===== config.mk =====
export PLATFORM = sky130hd
export DESIGN_NAME = cfg_startup_seq
export DESIGN_NICKNAME = d
export VERILOG_FILES = /design/src/rtl/startup_pkg.sv /design/src/rtl/startup_tick_sel.sv /design/src/rtl/startup_cfg_regs.sv /design/src/rtl/startup_phase_fsm.sv /design/src/rtl/cfg_startup_seq.sv
export SDC_FILE = /design/constraint.sdc
export NUM_CORES = 1
export LEC_CHECK = 0
export ABC_AREA = 0
export BUFFER_PORTS_ARGS = -buffer_cell sky130_fd_sc_hd__buf_2
export CAP_MARGIN = 15
export CELL_PAD_IN_SITES_DETAIL_PLACEMENT = 2
export CELL_PAD_IN_SITES_GLOBAL_PLACEMENT = 2
export CORE_MARGIN = 2
export CORE_UTILIZATION = 27
export DETAILED_ROUTE_END_ITERATION = 10
export PLACE_DENSITY = 0.75
export SYNTH_ARGS = -nofsm -noshare
export SYNTH_HDL_FRONTEND = slang
export SYNTH_HIERARCHICAL = 1
export SYNTH_SLANG_ARGS = --single-unit

===== constraint.sdc =====
create_clock -name clk -period 2.2 [get_ports clk]
set_input_delay 0.33 -clock clk [delete_from_list [all_inputs] [get_ports clk]]
set_output_delay 0.33 -clock clk [all_outputs]
set_load 0.02 [all_outputs]

===== src/rtl/startup_pkg.sv =====
// Shared types for the start-up sequencer.
// Assumes: tick sources are single-cycle enables in the system clock domain.
package startup_pkg;

    typedef enum logic [1:0] {
        SRC_CFG     = 2'd0,
        SRC_USR     = 2'd1,
        SRC_TCK     = 2'd2,
        SRC_CFG_ALT = 2'd3
    } tick_src_e;

    typedef enum logic [1:0] {
        ST_IDLE = 2'd0,
        ST_RUN  = 2'd1,
        ST_USER = 2'd2
    } seq_state_e;

endpackage


===== src/rtl/startup_tick_sel.sv =====
// Picks one of three tick enables as the start-up pace.
// Assumes: each tick is a one-cycle pulse; the select is quasi-static.
module startup_tick_sel
    import startup_pkg::*;
(
    input  tick_src_e sel_i,
    input  logic      tick_cfg_i,
    input  logic      tick_usr_i,
    input  logic      tick_tck_i,
    output logic      tick_o
);

    // Source multiplexer; the spare code falls back to the configuration tick.
    always_comb begin
        unique case (sel_i)
            SRC_USR: tick_o = tick_usr_i;
            SRC_TCK: tick_o = tick_tck_i;
            default: tick_o = tick_cfg_i;
        endcase
    end

endmodule


===== src/rtl/startup_cfg_regs.sv =====
// Holds the programmable release phases and wait enables.
// Loads only while no sequence is in progress; derives the effective
// write-enable phase so it never precedes the three-state release.
module startup_cfg_regs #(
    parameter int unsigned PHASE_W  = 3,
    parameter int unsigned DEF_DONE = 4,
    parameter int unsigned DEF_GTS  = 5,
    parameter int unsigned DEF_GWE  = 6
) (
    input  logic               clk,
    input  logic               rst_n,
    input  logic               wr_i,
    input  logic               busy_i,
    input  logic [PHASE_W-1:0] done_ph_i,
    input  logic [PHASE_W-1:0] gts_ph_i,
    input  logic [PHASE_W-1:0] gwe_ph_i,
    input  logic [PHASE_W-1:0] lock_ph_i,
    input  logic               lock_en_i,
    input  logic               sync_en_i,
    output logic [PHASE_W-1:0] done_ph_o,
    output logic [PHASE_W-1:0] gts_ph_o,
    output logic [PHASE_W-1:0] gwe_eff_o,
    output logic [PHASE_W-1:0] lock_ph_o,
    output logic               lock_en_o,
    output logic               sync_en_o
);

    logic [PHASE_W-1:0] gwe_ph_q;

    // Field storage with reset defaults; writes gated off while running.
    always_ff @(posedge clk) begin
        if (!rst_n) begin
            done_ph_o <= PHASE_W'(DEF_DONE);
            gts_ph_o  <= PHASE_W'(DEF_GTS);
            gwe_ph_q  <= PHASE_W'(DEF_GWE);
            lock_ph_o <= '0;
            lock_en_o <= 1'b0;
            sync_en_o <= 1'b0;
        end else if (wr_i && !busy_i) begin
            done_ph_o <= done_ph_i;
            gts_ph_o  <= gts_ph_i;
            gwe_ph_q  <= gwe_ph_i;
            lock_ph_o <= lock_ph_i;
            lock_en_o <= lock_en_i;
            sync_en_o <= sync_en_i;
        end
    end

    // Write enable may not come before three-state release.
    always_comb begin
        gwe_eff_o = (gwe_ph_q < gts_ph_o) ? gts_ph_o : gwe_ph_q;
    end

    AST_CFG_FROZEN: assert property (@(posedge clk) disable iff (!rst_n)
        busy_i |=> $stable({done_ph_o, gts_ph_o, gwe_ph_q, lock_ph_o, lock_en_o, sync_en_o}));

endmodule


===== src/rtl/startup_phase_fsm.sv =====
// Phase counter and run state of the start-up sequence.
// A start request restarts at phase 0 with a one-cycle set/reset pulse;
// the count advances on the selected tick unless a wait condition holds,
// and parks in the user state at the last phase.
module startup_phase_fsm
    import startup_pkg::*;
#(
    parameter int unsigned PHASE_W = 3
) (
    input  logic               clk,
    input  logic               rst_n,
    input  logic               start_i,
    input  logic               tick_i,
    input  logic               lock_i,
    input  logic               done_sense_i,
    input  logic               lock_en_i,
    input  logic [PHASE_W-1:0] lock_ph_i,
    input  logic               sync_en_i,
    input  logic [PHASE_W-1:0] gts_ph_i,
    input  logic [PHASE_W-1:0] gwe_ph_i,
    output logic [PHASE_W-1:0] phase_o,
    output logic               running_o,
    output logic               busy_o,
    output logic               gsr_o
);

    localparam logic [PHASE_W-1:0] LAST_PH = '1;

    seq_state_e         state_q;
    logic [PHASE_W-1:0] nxt_ph;
    logic               lock_block;
    logic               sync_block;
    logic               adv;

    // Wait conditions and advance decision.
    always_comb begin
        nxt_ph     = phase_o + 1'b1;
        lock_block = lock_en_i && (phase_o == lock_ph_i) && !lock_i;
        sync_block = sync_en_i && !done_sense_i &&
                     ((nxt_ph == gts_ph_i) || (nxt_ph == gwe_ph_i));
        adv        = (state_q == ST_RUN) && tick_i && !lock_block && !sync_block;
    end

    // State, phase and set/reset pulse registers.
    always_ff @(posedge clk) begin
        if (!rst_n) begin
            state_q <= ST_IDLE;
            phase_o <= '0;
            gsr_o   <= 1'b0;
        end else begin
            gsr_o <= start_i;
            if (start_i) begin
                state_q <= ST_RUN;
                phase_o <= '0;
            end else if (adv) begin
                phase_o <= nxt_ph;
                if (nxt_ph == LAST_PH) begin
                    state_q <= ST_USER;
                end
            end
        end
    end

    // Status views of the state.
    always_comb begin
        running_o = (state_q != ST_IDLE);
        busy_o    = (state_q == ST_RUN);
    end

    AST_START_PULSE: assert property (@(posedge clk) disable iff (!rst_n)
        start_i |=> (gsr_o && phase_o == '0));
    AST_PHASE_HOLD: assert property (@(posedge clk) disable iff (!rst_n)
        (state_q == ST_RUN && !start_i && !tick_i) |=> $stable(phase_o));
    AST_LOCK_WAIT: assert property (@(posedge clk) disable iff (!rst_n)
        (state_q == ST_RUN && !start_i && lock_en_i && phase_o == lock_ph_i && !lock_i)
        |=> $stable(phase_o));
    AST_SYNC_WAIT: assert property (@(posedge clk) disable iff (!rst_n)
        (state_q == ST_RUN && !start_i && sync_en_i && !done_sense_i &&
         (PHASE_W'(phase_o + 1'b1) == gts_ph_i)) |=> $stable(phase_o));
    AST_USER_HOLD: assert property (@(posedge clk) disable iff (!rst_n)
        (state_q == ST_USER && !start_i) |=> (phase_o == LAST_PH));

endmodule


===== src/rtl/cfg_startup_seq.sv =====
// Top of the configuration start-up sequencer.
// Decodes release points from the phase, applies user overrides and
// derives the dual-purpose pin mode. Assumes the sensed DONE line is
// the wire-AND of every chained device's DONE release.
module cfg_startup_seq
    import startup_pkg::*;
#(
    parameter int unsigned PHASE_W  = 3,
    parameter int unsigned DEF_DONE = 4,
    parameter int unsigned DEF_GTS  = 5,
    parameter int unsigned DEF_GWE  = 6
) (
    input  logic               clk,
    input  logic               rst_n,
    input  logic               cfg_start_i,
    input  logic [1:0]         clk_src_i,
    input  logic               tick_cfg_i,
    input  logic               tick_usr_i,
    input  logic               tick_tck_i,
    input  logic               done_sense_i,
    input  logic               lock_i,
    input  logic               usr_gsr_i,
    input  logic               usr_gts_i,
    input  logic               cfg_wr_i,
    input  logic [PHASE_W-1:0] cfg_done_ph_i,
    input  logic [PHASE_W-1:0] cfg_gts_ph_i,
    input  logic [PHASE_W-1:0] cfg_gwe_ph_i,
    input  logic [PHASE_W-1:0] cfg_lock_ph_i,
    input  logic               cfg_lock_en_i,
    input  logic               cfg_sync_en_i,
    output logic               done_rel_o,
    output logic               gsr_o,
    output logic               gts_o,
    output logic               gwe_o,
    output logic               pin_user_o,
    output logic               pin_oe_o,
    output logic [PHASE_W-1:0] phase_o
);

    logic               tick;
    logic               running;
    logic               busy;
    logic               gsr_seq;
    logic               gts_seq;
    logic [PHASE_W-1:0] done_ph;
    logic [PHASE_W-1:0] gts_ph;
    logic [PHASE_W-1:0] gwe_eff;
    logic [PHASE_W-1:0] lock_ph;
    logic               lock_en;
    logic               sync_en;

    startup_tick_sel u_tick (
        .sel_i      (tick_src_e'(clk_src_i)),
        .tick_cfg_i (tick_cfg_i),
        .tick_usr_i (tick_usr_i),
        .tick_tck_i (tick_tck_i),
        .tick_o     (tick)
    );

    startup_cfg_regs #(
        .PHASE_W  (PHASE_W),
        .DEF_DONE (DEF_DONE),
        .DEF_GTS  (DEF_GTS),
        .DEF_GWE  (DEF_GWE)
    ) u_regs (
        .clk       (clk),
        .rst_n     (rst_n),
        .wr_i      (cfg_wr_i),
        .busy_i    (busy),
        .done_ph_i (cfg_done_ph_i),
        .gts_ph_i  (cfg_gts_ph_i),
        .gwe_ph_i  (cfg_gwe_ph_i),
        .lock_ph_i (cfg_lock_ph_i),
        .lock_en_i (cfg_lock_en_i),
        .sync_en_i (cfg_sync_en_i),
        .done_ph_o (done_ph),
        .gts_ph_o  (gts_ph),
        .gwe_eff_o (gwe_eff),
        .lock_ph_o (lock_ph),
        .lock_en_o (lock_en),
        .sync_en_o (sync_en)
    );

    startup_phase_fsm #(
        .PHASE_W (PHASE_W)
    ) u_fsm (
        .clk          (clk),
        .rst_n        (rst_n),
        .start_i      (cfg_start_i),
        .tick_i       (tick),
        .lock_i       (lock_i),
        .done_sense_i (done_sense_i),
        .lock_en_i    (lock_en),
        .lock_ph_i    (lock_ph),
        .sync_en_i    (sync_en),
        .gts_ph_i     (gts_ph),
        .gwe_ph_i     (gwe_eff),
        .phase_o      (phase_o),
        .running_o    (running),
        .busy_o       (busy),
        .gsr_o        (gsr_seq)
    );

    // Release decode from the current phase.
    always_comb begin
        done_rel_o = running && (phase_o >= done_ph);
        gts_seq    = !(running && (phase_o >= gts_ph));
        gwe_o      = running && (phase_o >= gwe_eff);
    end

    // User overrides and dual-purpose pin mode.
    always_comb begin
        gsr_o      = gsr_seq | usr_gsr_i;
        gts_o      = gts_seq | usr_gts_i;
        pin_user_o = done_rel_o & done_sense_i;
        pin_oe_o   = pin_user_o & ~gts_o;
    end

    AST_GWE_AFTER_GTS: assert property (@(posedge clk) disable iff (!rst_n)
        gwe_o |-> !gts_seq);

endmodule


## Word level (Yosys, flattened, before mapping)

Cells that the tools add are included.

| cells by class | value |
|---|---|
| add/subtract/negate cells | 1 |
| magnitude comparators | 4 |
| eq/ne operators | 7 |
| multiplexer cells | 5 |
| bitwise gates (word level) | 6 |
| reductions and logical operators | 24 |

Operators with widths:

| cell | number |
|---|---|
| $logic_and A1 B1 Y1 | 11 |
| $eq A3 B3 Y1 | 3 |
| $ge A3 B3 Y1 | 3 |
| $logic_not A1 Y1 | 6 |
| $reduce_bool A2 Y1 | 3 |
| $eq A2 B1 Y1 const B | 2 |
| $reduce_and A2 Y1 | 2 |
| $add A3 B1 Y3 const B | 1 |
| $eq A3 B3 Y1 const B | 1 |
| $lt A3 B3 Y1 | 1 |
| $mux W1 | 3 |
| $mux W3 | 1 |
| $and A1 B1 Y1 | 2 |
| $eq A2 B2 Y1 const B | 1 |
| $not A1 Y1 | 2 |
| $or A1 B1 Y1 | 2 |
| $pmux W1 S2 | 1 |
| $reduce_or A2 Y1 | 1 |
| $logic_or A1 B1 Y1 | 1 |

| word-level totals | value |
|---|---|
| register bits | 20 |
| input port bits | 27 |
| output and inout bits | 9 |
| word-level logic and storage cells | 57 |

## Longest topological paths before layout

| logic depth | value |
|---|---|
| word-level depth | 9 |
| mapped depth | 10 |
| mapped depth without buffers | 10 |

## Modules after synthesis

The synthesis kept the hierarchy.

By module, submodules not included:

| module | instances | cells an instance | area an instance (um2) | seq. area each (um2) |
|---|---|---|---|---|
| startup_cfg_regs | 1 | 71 | 636.9 | 280.3 |
| startup_phase_fsm | 1 | 47 | 435.4 | 120.1 |
| cfg_startup_seq | 1 | 35 | 270.3 | 0.0 |
| startup_tick_sel | 1 | 7 | 48.8 | 0.0 |

## Least setup slack after synthesis

OpenSTA, ideal clock, no wires.

| path | value |
|---|---|
| path type | flip-flop to output port |
| start point | register u_regs.gts_ph_o[2] |
| end point | output gwe_o |
| data arrival time | 1980 ps |
| data required time | 1870 ps |
| slack | -110 ps |
| stages on the path, launching flop included | 9 |
| path buffers | 0 |
| cells stage by stage | dfxtp_1 -> inv_1 -> ha_1 -> a21oi_2 -> o21ai_2 -> mux2_1 -> ha_1 -> o21ai_0 -> a21oi_1 |

| on the way | value |
|---|---|
| cells in the longest elaborated chain, start to end | 4 |

RTL lines:

| item | RTL line | text |
|---|---|---|
| start: declaration | startup_cfg_regs.sv:21 | `output logic [PHASE_W-1:0] gts_ph_o,` |
| start signal: assignment | startup_cfg_regs.sv:34 | `gts_ph_o <= PHASE_W'(DEF_GTS);` |
| start signal: assignment | startup_cfg_regs.sv:41 | `gts_ph_o <= gts_ph_i;` |
| $lt A3 B3 Y1 | startup_cfg_regs.sv:51 | `gwe_eff_o = (gwe_ph_q < gts_ph_o) ? gts_ph_o : gwe_ph_q;` |
| $mux W3 | startup_cfg_regs.sv:51 |  |
| via gwe_eff[0] | cfg_startup_seq.sv:47 | `logic [PHASE_W-1:0] gwe_eff;` |
| $ge A3 B3 Y1 | cfg_startup_seq.sv:108 | `gwe_o = running && (phase_o >= gwe_eff);` |
| $logic_and A1 B1 Y1 | cfg_startup_seq.sv:108 |  |
| end: declaration | cfg_startup_seq.sv:34 | `output logic gwe_o,` |

The timed path passes the listed nets, and every way through them passes these cells.

## Worst setup path after layout

Same ends and word-level chain as after synthesis.

==> metrics.cfg <==
[finish]
num-fill-cells=572
nets=255
num_antenna_cells=0
drive_gt1_share_pct=48.82
final_common_cell=buf_2
synthToLayoutAreaGrowth_pct=43.08
stdcell_count=281
final_util_pct=39.48
final_cell_mix=33 x buf_2, 27 x nand2_1, 18 x buf_4

[timing]
slew_violations=0
hold_viol=0
min_period_ns=2.475
relSlewSlack_pct=68.04
worst_slack_ns=-0.2751
rsz0062_at_grt=yes
fin_skew_ns=0.002301
setup_viol=6
max_freq_ghz=0.4040
tightest_slew_ns=0.4794
finalCritPeriodShare_pct=112.5

[grt]
grt_max_degree=19
grt_pass1_vias=1360
grt.overflow.total=0
grt_pass1_wl_um=7113
track_usage_pct=16.85
grt_antenna_before_repair=0

[floorplanning]
initial_core_util_pct=27.59
dieArea_mm2=0.005743
die_w_um=75.79
rows=26
ioPinCount=36
fp.coreArea_mm2=0.005042
die_h_um=75.79

[synthesis]
synth_area_leader_cell=dfxtp_1
synthCells=160
avgSynthCellArea_um2=8.696
ys.flop_type=dfxtp_1
synth_edf_count=0
ys_seq_elements=20
ys_types=45
synth.yosys.seq_area_share_pct=28.78
async_flop_share_pct=0
syn_area_mm2=0.001391
yosys-top-cells-area=dfxtp_1 29%, ha_1 13%, nand2_1 7.6%, xor2_1 4.4%, inv_1 4.0%
synth_top_area_share_pct=28.78
syn-num-nets=202
ys.warnings.count=6

[critical_path]
crit_chain=inv_2 > ha_4 > a21oi_4 > o21ai_4 > mux2_4 > ha_4 > o21ai_2 > a21oi_2 > buf_6
cpMostUsedCell=ha_4
critPathMaxFanout=2
crit_arrival_ns=2.15
worst-setup-path-type=reg2out
cp-start-kind=flop
max_stage_delay_ns=0.35
rrSetupSlack_ns=-0.10
cp-end-kind=output pin
worst_path_max_delay_cell=dfxtp_2
worstPathRequired_ns=1.87

[routing]
wirelength_um=4444
vias_per_cell=4.498
dr.pass1.iters=4
drc=0
routed-via-count=1264
ant_nets=0
routedWlPerCell_um=15.81
drt_iter0_markers=30

[clock_tree]
cts-root-buf=clkbuf_8
clockBufferDepth=2
h-tree-depth=1
cts.reportedPaths.clkPinSlew_ns=0.07
cts_buffers=3
ctsHoldBuffers=0
clock_latency_ns=0.26
tritoncts=done
clock_sinks=20

[run_status]
violations=negative setup slack
outcome=complete, but fails checks

[pwr]
power_density_mw_per_mm2=482.7
peakVddDrop_uv=287.6
power.leakage_uw=0.0009162
finalPower_uw=960.9

[place]
place_ws_ns=-0.1551
dp_cells=271
place_congestion=0.8123
io_buffers=35
hpwl_um=3097

[job]
maxCapViolCount=0

[worst_hold_path]
min_path_type=in2reg

==> worst max-delay path: cells and delay by family, from the launching register on <==
| family | cells | cell delay [ns] |
|---|---|---|
| buf+inv | 2 | 0.20 |
| compound gates | 4 | 0.51 |
| fa+ha+maj | 2 | 0.50 |
| flops | 1 | 0.35 |
| mux | 1 | 0.32 |
==> Yosys cell counts, types with 2 or more instances <==
cell type  instances
nand2_1           28
dfxtp_1           20
ha_1              15
inv_1             15
xor2_1             7
nand2b_1           6
nand3_1            6
o21ai_0            5
a21boi_2           4
a21oi_1            4
nand2_2            4
a21boi_0           3
nor2b_1            3
a21boi_1           2
a21oi_2            2
mux2_1             2
nor2_1             2
nor3b_1            2
o21ai_2            2
or3_1              2
xnor3_1            2
==> metal layers <==
layer	up-vias	share of wire, %	GRT usage, %
met5	-	0	0
met4	0	0.72	2.924
met3	5	3.3	2.778
met2	23	53	29.50
met1	599	43	21.96
li1	637	-	-
==> logic make-up (layout without fill, tap and decap cells) <==
logic type | count (synthesis) | in the layout | share of synthesized area (%)
compound gates | 30 | 30 | 16.46
xor+xnor | 10 | 10 | 8.273
fa+ha+maj | 15 | 15 | 13.49
buf+inv | 19 | 70 | 6.024
flops | 20 | 20 | 28.78
mux | 4 | 4 | 3.147
simple gates | 62 | 62 | 23.83
==> path summary, 6_finish.rpt <==
kind,startpoint,end,depth (start not counted)
min,cfg_done_ph_i[2],u_regs/done_ph_o[2]$_SDFFE_PN1P_,3
max,u_regs/gts_ph_o[2]$_SDFFE_PN1P_,gwe_o,9
min reg2reg,u_regs/done_ph_o[2]$_SDFFE_PN1P_,u_regs/done_ph_o[2]$_SDFFE_PN1P_,2
max reg2reg,u_regs/gts_ph_o[2]$_SDFFE_PN1P_,u_fsm/state_q[1]$_SDFFE_PP0P_,11
==> per-stage QoR <==
stage / setup TNS (ns) / instance area (um2) / hold WS [ns]
2_1_floorplan: 0 / 1400 / 0.4351
3_3_place_gp: -0.06470 / 1710 / 0.4474
3_5_place_dp: -0.3634 / 1710 / 0.4564
4_1_cts: -0.4504 / 1889 / 0.2739
5_1_grt: -1.347 / 1991 / 0.2933
6_report: -0.6100 / 1991 / 0.2821
==> sequential cells by signal, indices dropped and copies added (netlist names) <==
signal,flops
u_regs/lock_ph_o,3
u_regs/done_ph_o,3
u_regs/lock_en_o,1
u_fsm/phase_o,3
u_regs/sync_en_o,1
u_regs/gts_ph_o,3
u_fsm/gsr_o,1
u_fsm/state_q,2
u_regs/gwe_ph_q,3
==> what timing repair did <==
action | 4_1_cts | 5_1_grt
buffers inserted | 3 | 4
pin swaps | 14 | 12
endpoints found under the setup margin | 9 | 9
resized for setup | 27 | 14
==> report_power, final <==
| group | leakage (uW) | total (uW) | switching (uW) | internal, uW |
|---|---|---|---|---|
| Clock | 0.0000216 | 242 | 120 | 122 |
| Sequential | 0.000165 | 398 | 16.4 | 381 |
| Combinational | 0.000730 | 321 | 158 | 163 |
==> area by class of cell <==
| type | instances | area [um2] | area share (%) |
|---|---|---|---|
| Inverter | 15 | 60.06 | 3.017 |
| Multi-Input combinational cell | 121 | 1082 | 54.37 |
| Tap cell | 70 | 87.58 | 4.400 |
| Timing Repair Buffer | 52 | 311.5 | 15.65 |
| Clock buffer | 3 | 41.29 | 2.074 |
| Sequential cell | 20 | 407.9 | 20.49 |
Power figures use the tool's default switching activity.
